<file path="src/rtl/fbk_pkg.sv">
package fbk_pkg;
  localparam logic [2:0] PROTO_UART = 3'd0;
  localparam logic [2:0] PROTO_SIR  = 3'd1;
  localparam logic [2:0] PROTO_SHIR = 3'd2;

  typedef struct packed {
    logic       ext;
    logic [2:0] proto;
    logic       lock;
    logic       fifo_deep;
    logic       btest;
    logic       lbtest;
  } ctl_t;
endpackage

</file>
<file path="src/rtl/fbk_decode.sv">
module fbk_decode #(
  parameter int ADDR_W      = 3,
  parameter int BANK_W      = 2,
  parameter int LEGACY_BANK = 1,
  parameter int DIV_LO_OFS  = 0,
  parameter int DIV_HI_OFS  = 1
) (
  input  logic              rd,
  input  logic              wr,
  input  logic [BANK_W-1:0] bank,
  input  logic [ADDR_W-1:0] addr,
  input  logic              ext,
  input  logic              lock,
  output logic              trig,
  output logic              redirect,
  output logic              sel_hi
);
  logic hit, locked;

  always_comb begin
    hit      = (rd | wr) && (bank == BANK_W'(LEGACY_BANK)) &&
               ((addr == ADDR_W'(DIV_LO_OFS)) || (addr == ADDR_W'(DIV_HI_OFS)));
    locked   = lock && !ext;
    trig     = hit && !locked;
    redirect = hit && locked;
    sel_hi   = (addr == ADDR_W'(DIV_HI_OFS));
  end
endmodule

</file>
<file path="src/rtl/fbk_overlay.sv">
module fbk_overlay #(
  parameter int DATA_W  = 8,
  parameter int NUM_SCR = 2
) (
  input  logic              clk,
  input  logic              rst_n,
  input  logic              redirect,
  input  logic              rd,
  input  logic              wr,
  input  logic              sel_hi,
  input  logic [DATA_W-1:0] wdata,
  output logic [DATA_W-1:0] rdata
);
  logic [DATA_W-1:0] scr [NUM_SCR];

  for (genvar g = 0; g < NUM_SCR; g++) begin : g_scr
    logic pick;
    assign pick = (g == 0) ? !sel_hi : sel_hi;
    always_ff @(posedge clk) begin
      if (!rst_n)                    scr[g] <= '0;
      else if (redirect && wr && pick) scr[g] <= wdata;
    end
  end

  always_comb begin
    rdata = '0;
    if (redirect && rd) rdata = sel_hi ? scr[1] : scr[0];
  end

  p_scr_store_r7: assert property (@(posedge clk) disable iff (!rst_n)
    (redirect && wr && !sel_hi) |=> scr[0] == $past(wdata));
  p_scr_idle_r7: assert property (@(posedge clk) disable iff (!rst_n)
    !(redirect && rd) |-> rdata == '0);
endmodule

</file>
<file path="src/rtl/fbk_state.sv">
module fbk_state
  import fbk_pkg::*;
#(
  parameter int PSC_W  = 5,
  parameter int PSC_FB = 13
) (
  input  logic             clk,
  input  logic             rst_n,
  input  logic             trig,
  input  logic             cfg_load,
  input  ctl_t             cfg,
  input  logic [PSC_W-1:0] cfg_psc,
  output ctl_t             st,
  output logic [PSC_W-1:0] psc
);
  localparam logic [PSC_W-1:0] PscFb = PSC_W'(PSC_FB);

  ctl_t             st_q;
  logic [PSC_W-1:0] psc_q;
  logic             ir_keep;

  assign ir_keep = (st_q.proto == PROTO_SIR) || (st_q.proto == PROTO_SHIR);

  always_ff @(posedge clk) begin
    if (!rst_n) begin
      st_q  <= '{ext: 1'b0, proto: PROTO_UART, lock: 1'b0,
                 fifo_deep: 1'b0, btest: 1'b0, lbtest: 1'b0};
      psc_q <= PscFb;
    end else if (trig) begin
      st_q.fifo_deep <= 1'b0;
      st_q.btest     <= 1'b0;
      st_q.lbtest    <= 1'b0;
      psc_q          <= PscFb;
      if (st_q.ext) begin
        st_q.ext <= 1'b0;
        if (!ir_keep) st_q.proto <= PROTO_UART;
      end
    end else if (cfg_load) begin
      st_q  <= cfg;
      psc_q <= cfg_psc;
    end
  end

  assign st  = st_q;
  assign psc = psc_q;

  p_fields_r3: assert property (@(posedge clk) disable iff (!rst_n)
    trig |=> (psc_q == PscFb) && !st_q.fifo_deep && !st_q.btest && !st_q.lbtest);
  p_ext_exit_r4: assert property (@(posedge clk) disable iff (!rst_n)
    (trig && st_q.ext) |=> !st_q.ext);
  p_ir_keep_r4: assert property (@(posedge clk) disable iff (!rst_n)
    (trig && st_q.ext && ir_keep) |=> st_q.proto == $past(st_q.proto));
  p_uart_sel_r4: assert property (@(posedge clk) disable iff (!rst_n)
    (trig && st_q.ext && !ir_keep) |=> st_q.proto == PROTO_UART);
  p_nonext_keep_r5: assert property (@(posedge clk) disable iff (!rst_n)
    (trig && !st_q.ext) |=> !st_q.ext && st_q.proto == $past(st_q.proto));
  p_cfg_drop_r9: assert property (@(posedge clk) disable iff (!rst_n)
    (trig && cfg_load) |=> st_q.lock == $past(st_q.lock));
endmodule

</file>
<file path="src/rtl/legacy_fallback_ctl.sv">
module legacy_fallback_ctl
  import fbk_pkg::*;
#(
  parameter int ADDR_W      = 3,
  parameter int BANK_W      = 2,
  parameter int DATA_W      = 8,
  parameter int PSC_W       = 5,
  parameter int PSC_FB      = 13,
  parameter int LEGACY_BANK = 1,
  parameter int ALT_BANK    = 2,
  parameter int DIV_LO_OFS  = 0,
  parameter int DIV_HI_OFS  = 1
) (
  input  logic              clk,
  input  logic              rst_n,
  input  logic              acc_rd,
  input  logic              acc_wr,
  input  logic [BANK_W-1:0] acc_bank,
  input  logic [ADDR_W-1:0] acc_addr,
  input  logic [DATA_W-1:0] acc_wdata,
  input  logic              cfg_load,
  input  logic              cfg_ext,
  input  logic [2:0]        cfg_proto,
  input  logic              cfg_lock,
  input  logic              cfg_fifo_deep,
  input  logic [PSC_W-1:0]  cfg_prescale,
  input  logic              cfg_baud_test,
  input  logic              cfg_loop_test,
  output logic              ext_mode,
  output logic [2:0]        proto_mode,
  output logic              lock,
  output logic              fifo_deep,
  output logic [PSC_W-1:0]  prescale,
  output logic              baud_test,
  output logic              loop_test,
  output logic              div_redirect,
  output logic [DATA_W-1:0] scr_rdata
);
  localparam int NUM_SCR = 2;

  ctl_t cfg_s, st_s;
  logic trig, redirect, sel_hi;

  assign cfg_s = '{ext: cfg_ext, proto: cfg_proto, lock: cfg_lock,
                   fifo_deep: cfg_fifo_deep, btest: cfg_baud_test,
                   lbtest: cfg_loop_test};

  fbk_decode #(
    .ADDR_W(ADDR_W), .BANK_W(BANK_W), .LEGACY_BANK(LEGACY_BANK),
    .DIV_LO_OFS(DIV_LO_OFS), .DIV_HI_OFS(DIV_HI_OFS)
  ) u_dec (
    .rd(acc_rd), .wr(acc_wr), .bank(acc_bank), .addr(acc_addr),
    .ext(st_s.ext), .lock(st_s.lock),
    .trig(trig), .redirect(redirect), .sel_hi(sel_hi)
  );

  fbk_state #(.PSC_W(PSC_W), .PSC_FB(PSC_FB)) u_st (
    .clk(clk), .rst_n(rst_n), .trig(trig), .cfg_load(cfg_load),
    .cfg(cfg_s), .cfg_psc(cfg_prescale), .st(st_s), .psc(prescale)
  );

  fbk_overlay #(.DATA_W(DATA_W), .NUM_SCR(NUM_SCR)) u_ov (
    .clk(clk), .rst_n(rst_n), .redirect(redirect), .rd(acc_rd), .wr(acc_wr),
    .sel_hi(sel_hi), .wdata(acc_wdata), .rdata(scr_rdata)
  );

  assign ext_mode     = st_s.ext;
  assign proto_mode   = st_s.proto;
  assign lock         = st_s.lock;
  assign fifo_deep    = st_s.fifo_deep;
  assign baud_test    = st_s.btest;
  assign loop_test    = st_s.lbtest;
  assign div_redirect = redirect;

  p_alt_bank_r2: assert property (@(posedge clk) disable iff (!rst_n)
    ((acc_rd || acc_wr) && acc_bank == BANK_W'(ALT_BANK) && !cfg_load)
    |=> $stable(ext_mode) && $stable(prescale) && $stable(fifo_deep));
  p_lock_hold_r7: assert property (@(posedge clk) disable iff (!rst_n)
    (div_redirect && !cfg_load) |=> $stable(prescale) && $stable(proto_mode));
  p_ext_unlocked_r6: assert property (@(posedge clk) disable iff (!rst_n)
    ext_mode |-> !div_redirect);
endmodule

</file>
<file path="config.mk">
export PLATFORM = sky130hd
export DESIGN_NAME = legacy_fallback_ctl
export DESIGN_NICKNAME = d
export VERILOG_FILES = /design/src/rtl/fbk_pkg.sv /design/src/rtl/fbk_decode.sv /design/src/rtl/fbk_overlay.sv /design/src/rtl/fbk_state.sv /design/src/rtl/legacy_fallback_ctl.sv
export SDC_FILE = /design/constraint.sdc
export NUM_CORES = 1
export LEC_CHECK = 0
export CORE_ASPECT_RATIO = 1.25
export CORE_MARGIN = 4
export CORE_UTILIZATION = 39
export DETAILED_ROUTE_END_ITERATION = 16
export GPL_ROUTABILITY_DRIVEN = 0
export PLACE_DENSITY = 0.75
export SYNTH_ARGS = -nofsm -noshare
export SYNTH_HDL_FRONTEND = slang
export SYNTH_SLANG_ARGS = --single-unit
</file>
<file path="constraint.sdc">
create_clock -name clk -period 2.1 [get_ports clk]
set_input_delay 0.42 -clock clk [delete_from_list [all_inputs] [get_ports clk]]
set_output_delay 0.42 -clock clk [all_outputs]
set_load 0.03 [all_outputs]
</file>
; ---- After elaboration in Yosys (flattened, before gate mapping)
; Memory sizes are Yosys's and may differ from the RTL's.
; Index checks and enable logic that the tools add are counted.
[op_classes]
eq_ne = 6
n_reduce_logical = 19
n_mux = 15
n_bitwise = 5
[op_table]
columns = op, count
row1 = 2-to-1 mux 8 bit, 5
row2 = logical AND 1 bit, 9
row3 = 2-to-1 mux 1 bit, 7
row4 = "== test 3 x 1 -> 1 bit, second input constant", 2
row5 = 2-to-1 mux 3 bit, 2
row6 = 2-to-1 mux 4 bit, 1
row7 = "== test 3 x 2 -> 1 bit, second input constant", 1
row8 = zero test 1 bit, 3
row9 = zero test 3 bit, 1
row10 = OR 1 bit, 3
row11 = AND reduction 3 bit, 1
row12 = "== test 2 x 1 -> 1 bit, second input constant", 1
row13 = logical OR 1 bit, 2
row14 = "inequality test 2 x 1 -> 1 bit, second input constant", 1
row15 = "inequality test 2 bit, second input constant", 1
row16 = NOT 1 bit, 2
row17 = AND reduction 2 bit, 1
row18 = nonzero test 2 bit, 1
row19 = OR reduction 2 bit, 1
[word_totals]
memories = 1
mem_bits_rw = 16
ff_bits = 13
[memory_table]
columns = name, depth, word_bits, rd, rd_ports_with_merged_regs, wr, line_no
row1 = u_ov.scr, 2, 8, 2, 0, 2, fbk_overlay.sv:14  ; logic [DATA_W-1:0] scr [NUM_SCR];

; ---- Logic depth before layout (Yosys ltp)
; Gate-level depths: netlist of the first run.
[logic_depth]
ltp_word = 10
mapped_depth = 5
depth_no_buf = 3

; ---- Cells and area by module
; Synthesis of the first run repeated with hierarchy kept, for this count alone.
[unflattened]
hier_cells = 125
area_unflattened_um2 = 1311.3
[modules_own_cells]
columns = mod, area_per_inst_um2, cells_each, instances
row1 = fbk_overlay, 750.7, 67, 1
row2 = fbk_state, 511.7, 52, 1
row3 = fbk_decode, 48.8, 6, 1

; ---- Worst setup path before layout of the first run
; OpenSTA, ideal clock, no wires.
[synth_timing]
path_type = input to output
startpoint = input port acc_bank[1]
endpoint = output port div_redirect
path_slack_ns = -0.311
arrival_time_ns = 1.991
required_ns = 1.680
cell_stages = 4
cell_sequence = or4b_4 > buf_6 > buf_2 > nor3b_1
[synth_between]
elab_chain_len = 4
[synth_rtl]
columns = item, line_no
row1 = from (decl), legacy_fallback_ctl.sv:18  ; input logic [BANK_W-1:0] acc_bank,
row2 = == test 2 x 1 -> 1 bit, fbk_decode.sv:21  ; hit = (rd | wr) && (bank == BANK_W'(LEGACY_BANK)) &&
row3 = logical AND 1 bit (2 in a row), fbk_decode.sv:21
row4 = logical AND 1 bit, fbk_decode.sv:25  ; redirect = hit && locked;
row5 = to (decl), legacy_fallback_ctl.sv:36  ; output logic div_redirect,
; No other way between the ends.

; ---- Worst setup path in the final report of the first run
[layout_timing]
startpoint = input port acc_addr[1]
endpoint = output port div_redirect
[layout_between]
elab_chain_len = 4
word_cells_on_any_way = 5
classes_between = 1 x eq/ne / 4 x reduce/logical
[layout_rtl]
columns = item, line_no
row1 = from (decl), legacy_fallback_ctl.sv:19  ; input logic [ADDR_W-1:0] acc_addr,
row2 = == test 3 x 1 -> 1 bit / zero test 3 bit (equally long branches), fbk_decode.sv:22  ; ((addr == ADDR_W'(DIV_LO_OFS)) || (addr == ADDR_W'(DIV_HI_OFS)));
row3 = logical OR 1 bit *, fbk_decode.sv:22
row4 = logical AND 1 bit *, fbk_decode.sv:21
row5 = logical AND 1 bit *, fbk_decode.sv:25
; Every way passes the cells marked *; elsewhere a longest branch is shown, timed or not.

==> results.toml, run 1 <==
[route]
wl_um = 3970
drt-initial-drc-count = 38
viasPerCell = 5.20
drc = 0
ant_nets = 0
wl_per_cell_um = 15.9
dr.pass1.iters = 4
vias = 1296

[final_layout]
final_cells = 249
n_antenna_cell = 0
nNetsFinal = 240
nFillCells = 292
utilization_pct = 64.6
area_delta_synth_final_pct = 59.4
drive_gt1_share_pct = 25.7

[setup_path]
cp_max_fo = 5
start_kind = "primary input"
cpPeakStageDelay_ps = 580
cp_slowest_cell = "or4b_4"
path_cells = "clkbuf_2, or4b_4, nor3b_2, buf_4"
cp.buffers_inverters = 2
critical_path_class = "in -> out"
required_ps = 1680
timing.critical_path.max_delay_family = "simple AND/OR/NAND/NOR gates"
critPathCaptureType = "output port"
arrival_ps = 1530

[global_route]
grt_overflow_total = 0
grt_pass1_wl_um = 6220
antenna_found_initial = 0
first_global_vias = 1369
grt_start_max_net_pins = 12
grtUsageTotal_pct = 18.3

[clock_tree]
clock-sinks = 29
cts_buffer_depth = 2
cts-root-buf = "clkbuf_8"
clkTransAtPathRegs_ps = 70
htree_num_levels = 2
clk_latency_ps = 280
cts-buffers-inserted = 5
cts_tree = "built"
cts-hold-fix-buffers = 0

[synth]
seq_area_frac_synth_pct = 52.0
syn-num-nets = 165
synthTopCellsByCount = "and2_1 (18), nand2_1 (18), edfxtp_1 (16), dfxtp_1 (13)"
avgSynthCellArea_um2 = 10.6
yosys_warnings = 0
async_flop_share_pct = 0
netlist.area_leader.share_pct = 33.7
synth.area.top_cells = "edfxtp_1 (34%), dfxtp_1 (18%), and2_1 (7.9%)"
syn_area_mm2 = 0.00142
synth_flop_cell = "edfxtp_1"
ys_ff_latch = 29
synth-edff-count = 16
yosys.area.top_type = "edfxtp_1"
synthDistinctLibCells = 32
netlist_instances = 134

[floorplan]
dieArea_mm2 = 0.00469
floorplan.initialDensity_pct = 40.5
die_h_um = 75.6
core_area_mm2 = 0.00351
ios = 53
rows = 24
die_w_um = 62.0

[sta]
slew_viol_final = 0
setup_viol = 0
rsz0062_at_grt = "false"
fin_skew_ps = 2.87
slew_headroom_pct = 72.4
tightest_slew_ps = 413
fin_crit_ps = 1950
fmax_mhz = 513
hold_viol_final = 0
post-route-period-util_pct = 92.8

[place]
place_inst = 233
numPortBuffers = 52
dp_hpwl_um = 2820

[run]
drv_cap = 0

[pwr]
p_per_area_mw_per_mm2 = 686
ir_worst_vdd_mv = 0.595
p_leak_nw = 0.910

[run_status]
outcome = "finished, final reports clean"

[hold_path]
hold_class = "reg -> reg"
## worst paths after layout
check                                  from              to  slack [ps]  cells after the start
worst max-delay path            acc_addr[1]    div_redirect         150                      4
worst min-delay path             u_st.st[5]      u_st.st[5]         490                      2
worst max register to register   u_st.st[3]  u_ov.scr[1][7]         570                      5
worst min register to register   u_st.st[5]      u_st.st[5]         490                      2
## repair_timing
action / in CTS / in global routing
endpoints found under the setup margin: 9 / 25
resized for setup: 9 / 12
cloned: 0 / 1
pin swaps: 3 / 2
endpoints found under the hold margin: 0 / 0
buffers inserted: 7 / 0
## per-layer routing
metal	vias up	global-route usage, %	share of wire, %
met4	0	6.37	1.0
li1	637	-	-
met5	-	0	0
met3	6	5.25	7.0
met2	45	33.3	55
met1	608	19.7	37
## cell usage in the layout, fill, tap and decap left out, types with 3 or more instances in the layout
cell type,count
dfxtp_1,13
mux2i_1,6
clkbuf_8,5
o31ai_1,3
nor2b_1,6
clkdlybuf4s50_1,37
and2_1,18
a211o_1,3
o21ai_0,3
clkbuf_2,3
buf_4,29
edfxtp_1,16
a21oi_1,7
nor2_1,7
nand2_1,17
## through the flow
stage	area, um2	hold slack (ps)	setup TNS, ps	setup slack [ps]	power (W)
after global placement	2050	474	-7760	-255	0.000862
final	2270	490	0	151	0.00156
after detailed placement	2050	490	-9550	-270	0.000871
after floorplan	1430	542	-1200	-148	0.000746
after CTS	2250	501	-3.85	-3.85	0.00156
after global routing	2270	516	0	60.4	0.00161
## flip-flops by register name, summed over array words and instances (netlist names)
signal / flops
u_st.psc: 5
u_st.st: 8
u_ov.scr: 16
## cell families after synthesis
logic type | count (synthesis) | share of synthesized area (%)
multiplexers | 6 | 4.22
AND/OR/NAND/NOR | 62 | 26.0
buffers and inverters | 7 | 2.46
AO/OA/AOI/OAI | 30 | 15.3
flip-flops | 29 | 52.0
## cell type report
cell class / count / area, um2 / area share [%]
Tap cell: 39 / 48.8 / 2.15
Clock inverter: 3 / 65.1 / 2.87
Sequential cell: 29 / 741 / 32.6
Multi-Input combinational cell: 99 / 687 / 30.3
Clock buffer: 5 / 68.8 / 3.03
Timing Repair Buffer: 74 / 659 / 29.1
## worst register-to-register path, cell delays in order, from the launching register on
cell and delay [ps]:
dfxtp_1 430, nor2b_1 200, buf_4 180, nand3_1 110
o21ai_1 130, buf_4 190
## report_power, final
part           switching, W  internal [W]
clock network      0.000218      0.000471
logic              0.000111      0.000120
registers         0.0000143      0.000623
total              0.000343       0.00121
Power figures use the tool's default switching activity.
==> run 2, diff against run 1 <==
- SETUP_SLACK_MARGIN: unset -> 0.4
==> run 2 against run 1 <==
Compared with the run above: non-clock buffer count rose by 7; critical path depth did not move; sequential share of layout area fell by 4.7 points; global-route usage rose by 0.91 points; utilization rose by 11 points; critical path type unchanged; highest routed layer unchanged.
==> results.toml, run 2 (synthesis results as in run 1) <==
[pwr]
p_leak_nw = 1.04
ir_worst_vdd_mv = 0.642
power_w = 0.00162
p_per_area_mw_per_mm2 = 610

[run]
drv_cap = 0

[clock_tree]
cts_tree = "built"
cts_buffer_depth = 2
clkTransAtPathRegs_ps = 60
clock-sinks = 29
htree_num_levels = 2
cts-buffers-inserted = 5
cts-root-buf = "clkbuf_8"
clk_latency_ps = 290

[hold_path]
min_from = "u_st.st[2]"
hold_class = "reg -> reg"
worstHoldPathCells = 2
min_to = "u_st.st[2]"

[sta]
rsz0062_at_grt = "true"
fmax_mhz = 533
post-route-period-util_pct = 89.4
hold_viol_final = 0
tightest_slew_ps = 472
slew_viol_final = 0
setup_viol = 0
fin_crit_ps = 1880
slew_headroom_pct = 68.5
fin_skew_ps = 4.84
fin_setup_tns_ps = 0

[floorplan]
core_area_mm2 = 0.00351
die_w_um = 62.0
ios = 53
floorplan.initialDensity_pct = 40.5
die_h_um = 75.6
rows = 24
dieArea_mm2 = 0.00469

[final_layout]
regMostFlops = "u_ov.scr"
nFillCells = 228
final_cells = 256
n_antenna_cell = 0
multi_input_area_um2 = 925
largest_reg_flops = 16
layout_common_cells = "clkdlybuf4s50_1 (23), buf_4 (22), and2_1 (17)"
seq_area_um2 = 742
nNetsFinal = 247
fin_area_mm2 = 0.00266
area_delta_synth_final_pct = 86.6
drive_gt1_share_pct = 40.6
final_common_cell = "clkdlybuf4s50_1"

[setup_path]
cp_max_fo = 2
start_kind = "primary input"
r2r-end = "u_ov.scr[1][5]"
path_cells = "buf_4, or4b_4, nor3b_4, buf_6"
cp_slowest_cell = "or4b_4"
arrival_ps = 1460
critPathCaptureType = "output port"
critical_path_class = "in -> out"
crit_start = "acc_bank[1]"
worstReg2RegStart = "u_st.st[3]"
r2r_cells = 5
r2r_slack_ps = 500
timing.critical_path.max_delay_family = "simple AND/OR/NAND/NOR gates"
cpPeakStageDelay_ps = 550
required_ps = 1680
cp.buffers_inverters = 2

[place]
numPortBuffers = 52
dpl-instance-area_mm2 = 0.00222
place_inst = 233
dp_hpwl_um = 2810

[global_route]
first_global_vias = 1454
grtUsageTotal_pct = 19.2
antenna_found_initial = 0
grt_pass1_wl_um = 6620
grt_start_max_net_pins = 13
grt_overflow_total = 0

[route]
viasPerCell = 5.34
drt-initial-drc-count = 45
dr.pass1.iters = 4
wl_per_cell_um = 18.1
wl_um = 4640
drc = 0
ant_nets = 0
vias = 1366

[run_status]
outcome = "finished, final reports clean"
-- run 2: cell count changes in the layout (fill, tap and decap cells not counted), sizes merged --
cell,change
buf,+10
clkbuf,-2
clkdlybuf4s15,+1
clkdlybuf4s50,-14
dlygate4sd2,+14
dlymetal6s2s,-2
-- run 2: worst max path at each step --
stage	end	slack [ps]	cells after the start
after detailed placement	u_st.st[0]	-290	5
after floorplan	div_redirect	100	4
after global placement	scr_rdata[2]	-250	5
final	div_redirect	220	4
after global routing	div_redirect	180	4
after CTS	scr_rdata[6]	240	6
-- run 2: area by class of cell --
type                            count  share of cell area [%]
Multi-Input combinational cell     99                    34.8
Timing Repair Buffer               81                    30.4
Sequential cell                    29                    27.9
Clock buffer                        5                    2.59
Clock inverter                      3                    2.45
Tap cell                           39                    1.84
-- run 2: report_power, final --
group	internal [W]	switching (W)	leakage, nW
Clock	0.000471	0.000233	0.0681
Sequential	0.000623	0.0000166	0.275
Combinational	0.000136	0.000140	0.695
Total	0.00123	0.000390	1.04
-- run 2: tightest hold or removal path, delay by kind of cell (launching register included) --
family,cells,cell delay [ps]
multiplexers,1,70
AND/OR/NAND/NOR,1,70
flip-flops,1,340
-- run 2: routing by layer --
layer | vias up | share of wire, % | routed length (um) | global-route usage (%)
li1 | 650 | - | - | -
met1 | 649 | 37 | 1700 | 19.9
met2 | 58 | 55 | 2560 | 35.7
met3 | 9 | 6.7 | 311 | 6.95
met4 | 0 | 1.5 | 69 | 4.95
met5 | - | 0 | 0 | 0
-- run 2: through the flow --
stage               worst slack, ps  hold WS (ps)  util [%]
floorplan                       100           542         -
global placement               -249           465      63.2
detailed placement             -286           479      63.2
CTS                             237           491      70.9
global route                    182           547      75.6
finish                          223           520      75.6
-- run 2: timing repair --
action	CTS	global route
resized for setup	61	22
setup buffers	9	4
pin swaps	8	13
hold buffers	0	0
endpoints found under the setup margin	67	40
gates cloned	1	1
